File: src/rtl/gpio_port_pkg.sv
package gpio_port_pkg;

  typedef enum logic [1:0] {
    SEL_DATA = 2'd0,
    SEL_DIR  = 2'd1,
    SEL_ALT  = 2'd2,
    SEL_NONE = 2'd3
  } reg_sel_e;

endpackage

File: src/rtl/gpio_port_sync.sv
module gpio_port_sync #(
  parameter int WIDTH  = 16,
  parameter int STAGES = 2
) (
  input  logic             clk,
  input  logic             rst_n,
  input  logic [WIDTH-1:0] din,
  output logic [WIDTH-1:0] dout
);
  localparam int CW = $clog2(STAGES + 1) + 1;

  logic [WIDTH-1:0] stage_q [STAGES];

  always_ff @(posedge clk or negedge rst_n) begin
    if (!rst_n) begin
      for (int s = 0; s < STAGES; s++) stage_q[s] <= '0;
    end else begin
      stage_q[0] <= din;
      for (int s = 1; s < STAGES; s++) stage_q[s] <= stage_q[s-1];
    end
  end

  assign dout = stage_q[STAGES-1];

  // counts edges since reset so the latency check only looks at valid history
  logic [CW-1:0] warm_cnt;
  logic          sync_warm;
  always_ff @(posedge clk or negedge rst_n) begin
    if (!rst_n) warm_cnt <= '0;
    else if (!sync_warm) warm_cnt <= warm_cnt + 1'b1;
  end
  assign sync_warm = (int'(warm_cnt) >= STAGES);

  generate
    if (STAGES == 2) begin : g_chk2
      AST_SYNC_LATENCY: assert property (@(posedge clk) disable iff (!rst_n)
        sync_warm |-> (dout == $past(din, 2)));
    end
  endgenerate

endmodule

File: src/rtl/gpio_port_regs.sv
module gpio_port_regs
  import gpio_port_pkg::*;
#(
  parameter int WIDTH = 16
) (
  input  logic             clk,
  input  logic             rst_n,
  input  logic             wr_en,
  input  reg_sel_e         sel,
  input  logic [WIDTH-1:0] wdata,
  output logic [WIDTH-1:0] data_q,
  output logic [WIDTH-1:0] dir_q,
  output logic [WIDTH-1:0] alt_q
);

  logic wr_data, wr_dir, wr_alt;
  assign wr_data = wr_en && (sel == SEL_DATA);
  assign wr_dir  = wr_en && (sel == SEL_DIR);
  assign wr_alt  = wr_en && (sel == SEL_ALT);

  always_ff @(posedge clk or negedge rst_n) begin
    if (!rst_n) begin
      data_q <= '0;
      dir_q  <= '0;
      alt_q  <= '0;
    end else begin
      if (wr_data) data_q <= wdata;
      if (wr_dir)  dir_q  <= wdata;
      if (wr_alt)  alt_q  <= wdata;
    end
  end

  AST_DATA_WRITE: assert property (@(posedge clk) disable iff (!rst_n)
    (wr_en && sel == SEL_DATA) |=> (data_q == $past(wdata)));
  AST_DIR_WRITE: assert property (@(posedge clk) disable iff (!rst_n)
    (wr_en && sel == SEL_DIR) |=> (dir_q == $past(wdata)));
  AST_NO_STRAY_WRITE: assert property (@(posedge clk) disable iff (!rst_n)
    (!wr_en || sel == SEL_NONE) |=> ($stable(data_q) && $stable(dir_q) && $stable(alt_q)));

endmodule

File: src/rtl/gpio_port_pinmux.sv
module gpio_port_pinmux #(
  parameter int WIDTH = 16
) (
  input  logic [WIDTH-1:0] data_q,
  input  logic [WIDTH-1:0] dir_q,
  input  logic [WIDTH-1:0] alt_q,
  input  logic [WIDTH-1:0] per_out,
  input  logic [WIDTH-1:0] per_oe,
  output logic [WIDTH-1:0] pad_out,
  output logic [WIDTH-1:0] pad_oe
);

  function automatic logic pick(input logic use_per, input logic per_v, input logic own_v);
    return use_per ? per_v : own_v;
  endfunction

  generate
    for (genvar i = 0; i < WIDTH; i++) begin : g_pin
      assign pad_out[i] = pick(alt_q[i], per_out[i], data_q[i]);
      assign pad_oe[i]  = pick(alt_q[i], per_oe[i],  dir_q[i]);
    end
  endgenerate

endmodule

File: src/rtl/gpio_altfn_port.sv
module gpio_altfn_port
  import gpio_port_pkg::*;
#(
  parameter int WIDTH       = 16,
  parameter int ADDR_W      = 2,
  parameter int SYNC_STAGES = 2
) (
  input  logic              clk,
  input  logic              rst_n,
  input  logic [ADDR_W-1:0] reg_addr,
  input  logic              reg_wr_en,
  input  logic [WIDTH-1:0]  reg_wdata,
  output logic [WIDTH-1:0]  reg_rdata,
  input  logic [WIDTH-1:0]  pad_in,
  output logic [WIDTH-1:0]  pad_out,
  output logic [WIDTH-1:0]  pad_oe,
  input  logic [WIDTH-1:0]  per_out,
  input  logic [WIDTH-1:0]  per_oe
);

  reg_sel_e         sel;
  logic [WIDTH-1:0] data_q, dir_q, alt_q, pin_sync;

  assign sel = reg_sel_e'(reg_addr[1:0]);

  gpio_port_regs #(.WIDTH(WIDTH)) u_regs (
    .clk(clk), .rst_n(rst_n), .wr_en(reg_wr_en), .sel(sel), .wdata(reg_wdata),
    .data_q(data_q), .dir_q(dir_q), .alt_q(alt_q)
  );

  gpio_port_sync #(.WIDTH(WIDTH), .STAGES(SYNC_STAGES)) u_sync (
    .clk(clk), .rst_n(rst_n), .din(pad_in), .dout(pin_sync)
  );

  gpio_port_pinmux #(.WIDTH(WIDTH)) u_pinmux (
    .data_q(data_q), .dir_q(dir_q), .alt_q(alt_q),
    .per_out(per_out), .per_oe(per_oe),
    .pad_out(pad_out), .pad_oe(pad_oe)
  );

  // output pins return the stored bit, input pins the synchronised level
  function automatic logic [WIDTH-1:0] merge_data(input logic [WIDTH-1:0] dir,
                                                  input logic [WIDTH-1:0] stored,
                                                  input logic [WIDTH-1:0] pins);
    return (dir & stored) | (~dir & pins);
  endfunction

  always_comb begin
    unique case (sel)
      SEL_DATA: reg_rdata = merge_data(dir_q, data_q, pin_sync);
      SEL_DIR:  reg_rdata = dir_q;
      SEL_ALT:  reg_rdata = alt_q;
      default:  reg_rdata = '0;
    endcase
  end

  AST_ALT_HANDOVER: assert property (@(posedge clk) disable iff (!rst_n)
    (((pad_oe ^ per_oe) | (pad_out ^ per_out)) & alt_q) == '0);
  AST_INPUT_HIZ: assert property (@(posedge clk) disable iff (!rst_n)
    (pad_oe & ~alt_q & ~dir_q) == '0);
  AST_READ_OUTPUT_PINS: assert property (@(posedge clk) disable iff (!rst_n)
    (sel == SEL_DATA) |-> (((reg_rdata ^ data_q) & dir_q) == '0));
  AST_UNUSED_ADDR_ZERO: assert property (@(posedge clk) disable iff (!rst_n)
    (sel == SEL_NONE) |-> (reg_rdata == '0));

endmodule

File: config.mk
export PLATFORM = sky130hd
export DESIGN_NAME = gpio_altfn_port
export DESIGN_NICKNAME = d
export VERILOG_FILES = /design/src/rtl/gpio_port_pkg.sv /design/src/rtl/gpio_port_sync.sv /design/src/rtl/gpio_port_regs.sv /design/src/rtl/gpio_port_pinmux.sv /design/src/rtl/gpio_altfn_port.sv
export SDC_FILE = /design/constraint.sdc
export NUM_CORES = 1
export LEC_CHECK = 0
export BUFFER_PORTS_ARGS = -buffer_cell sky130_fd_sc_hd__clkbuf_2
export CAP_MARGIN = 20
export CELL_PAD_IN_SITES_DETAIL_PLACEMENT = 1
export CELL_PAD_IN_SITES_GLOBAL_PLACEMENT = 1
export CORE_MARGIN = 8
export CORE_UTILIZATION = 40
export DETAILED_ROUTE_END_ITERATION = 6
export PLACE_DENSITY = 0.83
export SKIP_LAST_GASP = 1
export SYNTH_ARGS = -nofsm -noshare
export SYNTH_HDL_FRONTEND = slang
export SYNTH_SLANG_ARGS = --single-unit
File: constraint.sdc
create_clock -name clk -period 1.1 [get_ports clk]
set_clock_uncertainty 0.2 [all_clocks]
set_input_delay 0 -clock clk [delete_from_list [all_inputs] [get_ports clk]]
set_output_delay 0 -clock clk [all_outputs]
set_load 0.02 [all_outputs]
==> results.toml <==
[route]
vias = 2800
drtIter0Drc = 86
drt-total-wl_um = 12100
antenna_left = 0
firstDrtPassIters = 4
wl_per_cell_um = 22.6
drc_errors = 0
viasPerCell = 5.24

[sta]
min_period_ns = 1.54
post-route-period-util = 1.40
fmax_ghz = 0.648
layout_setup_ws_ns = -0.444
holdWs_ns = 0.00208
tightestPinTransition_ns = 0.438
rsz0062_at_grt = "yes"
maxSlewViolCount = 0
hold_viol = 0
relSlewSlack = 0.708
setup_viol = 59

[floorplan]
rows = 34
io_pins = 117
initial_utilization = 0.404
chipHeight_um = 109
die_w_um = 109
dieArea_um2 = 11800
core_um2 = 8510

[synth]
yosysTopAreaCellShare = 0.582
synth-seq-area-share = 0.582
ys_warn_count = 0
synth.area.top_cells = "dfrtp_1, mux2_2, mux2_4, a32oi_1, o211ai_1"
syn_nets = 308
syn_inst = 239
synth_area_leader_cell = "dfrtp_1"
ys_ff_latch = 80
synth_area_um2 = 3440
ys_types = 18
synth_area_per_cell_um2 = 14.4

[power_and_ir_drop]
pwr_density_cell_nw_per_um2 = 1670
leakage_nw = 2.67
ir_worst_vdd_v = 0.000839

[finish]
syn2layout_area_growth_pct = 57.2
drive_gt1_frac = 0.619
final_util = 0.635
nets = 489
layoutNonFillerInstCount = 534
fillers = 810

[hold_path]
hold_class = "in -> async"

[grt]
grtUsageTotal = 0.195
grt_max_degree = 81
gr-total-overflow = 0
antenna_found_initial = 1
grt_pass1_vias = 3242
grt_pass1_wl_um = 17400

[worst_setup_path]
slowest_stage = "dfrtp_1"
end_kind = "output port"
startpoint_type = "flop"
crit_path_max_incr_delay_ns = 0.44
worst_ep_arrival_time_ns = 1.34
required_ns = 0.90
path_cells = "inv_1 > a32oi_1 > nand2_1 > buf_2"
crit_fanout = 4
critPathKind = "reg -> out"

[cts]
cts_tree = "built"
cts_made_buffers = 9
clk_latency_ns = 0.35
clock_path_buffers = 2
numClockSinks = 80
cts_root_buf = "clkbuf_8"
h-tree-depth = 3
clk_pin_slew_ns = 0.08

[placed_design]
place_ws_ns = -0.212
gp_congestion = 0.749
port_buffers = 116
placedCellCount = 469
dp_hpwl_um = 7040

[status]
violations = "setup timing"
status = "complete, but fails checks"

[run]
drv_cap = 0
-- worst paths after layout --
check                              startpoint            endpoint  slack, ns  cells past startpoint
max reg2reg                   u_regs.dir_q[6]     u_regs.dir_q[6]      -0.14                      3
min                                     rst_n  u_sync.stage_q[18]      0.002                      3
max in group asynchronous               rst_n    u_regs.alt_q[15]       0.30                      3
min reg2reg                u_sync.stage_q[29]     u_sync.dout[13]       0.15                      0
max                           u_regs.dir_q[3]        reg_rdata[3]      -0.44                      4
min in group clk                    reg_wr_en    u_regs.dir_q[12]       0.03                      4
-- cell type report --
| type | instances | area [um2] | share of cell area |
|---|---|---|---|
| timing repair buffer | 179 | 1520 | 0.281 |
| clock buffer | 11 | 141 | 0.0262 |
| clock inverter | 5 | 32.5 | 0.00602 |
| multi-input combinational | 133 | 1490 | 0.276 |
| antenna | 1 | 2.50 | 0.000463 |
| sequential | 80 | 2020 | 0.374 |
| inverter | 17 | 63.8 | 0.0118 |
| tap | 108 | 135 | 0.0250 |
-- cells by family after synthesis --
group / count (synthesis) / share of synthesized area
flops: 80 / 0.582
buf+inv: 26 / 0.0368
compound gates: 32 / 0.0757
simple gates: 21 / 0.0324
mux: 80 / 0.273
-- registers in the layout, indices dropped and copies added (netlist names) --
name and cells:
u_sync.dout 16, u_regs.dir_q 16, u_regs.alt_q 16, u_sync.stage_q 16, u_regs.data_q 16
-- where the power goes --
part	internal [W]	leakage [nW]	switching (W)
Combinational	0.00190	1.66	0.00134
Clock	0.000875	0.0813	0.00109
Sequential	0.00336	0.925	0.000465
-- cell usage after synthesis --
cell,count
nand2_4,1
buf_2,2
and2b_1,1
mux2_1,10
inv_1,16
nor2_1,1
nand3_2,1
mux2_2,60
buf_6,3
mux2_4,10
buf_4,1
a32oi_1,16
clkbuf_1,3
o211ai_1,16
nor3b_4,1
nand2_1,16
inv_2,1
dfrtp_1,80
-- critical path: cells and delay by family (launching register included) --
kind | cells | cell delay, ns
DFF | 1 | 0.44
buffers and inverters | 2 | 0.26
AOI/OAI and AO/OA | 1 | 0.20
and+or+nand+nor | 1 | 0.10
-- per-layer routing --
layer,GRT usage,vias to the layer above,wire (um)
met1,0.198,1438,4230
li1,-,1227,-
met2,0.362,101,6780
met4,0.106,0,420
met5,0,-,0
met3,0.0420,34,643
-- layout by cell type, fill, tap and decap left out --
cell type / count
buf_12: 4
clkinv_2: 2
a32oi_1: 15
clkbuf_8: 14
o211ai_1: 16
dfrtp_2: 15
diode_2: 1
nand3_2: 1
dlygate4sd3_1: 33
buf_4: 21
nand2_1: 16
nand2_8: 1
inv_1: 15
mux2_4: 53
clkbuf_2: 67
and2b_1: 1
nor3b_4: 1
buf_2: 10
clkinvlp_4: 3
inv_2: 2
a32oi_2: 1
clkbuf_1: 1
mux2_2: 27
buf_8: 16
dfrtp_1: 65
nor2_2: 1
buf_6: 24
-- timing repair --
action                                  in CTS  in global routing
hold buffers                                33                  0
setup buffers                                8                  9
hold endpoints to repair                   144                  0
pin swaps                                    8                  8
cloned                                       0                  0
resized for setup                           60                117
endpoints found under the setup margin      48                 55
-- metrics by stage --
stage | total power (W) | TNS [ns] | area [um2]
CTS | 0.00844 | -18.03 | 5110
floorplan | 0.00509 | -2.09 | 3500
global placement | 0.00586 | -8.63 | 4310
finish | 0.00902 | -17.64 | 5410
detailed placement | 0.00596 | -9.71 | 4310
global route | 0.00940 | -20.49 | 5410
Power figures use the tool's default switching activity.
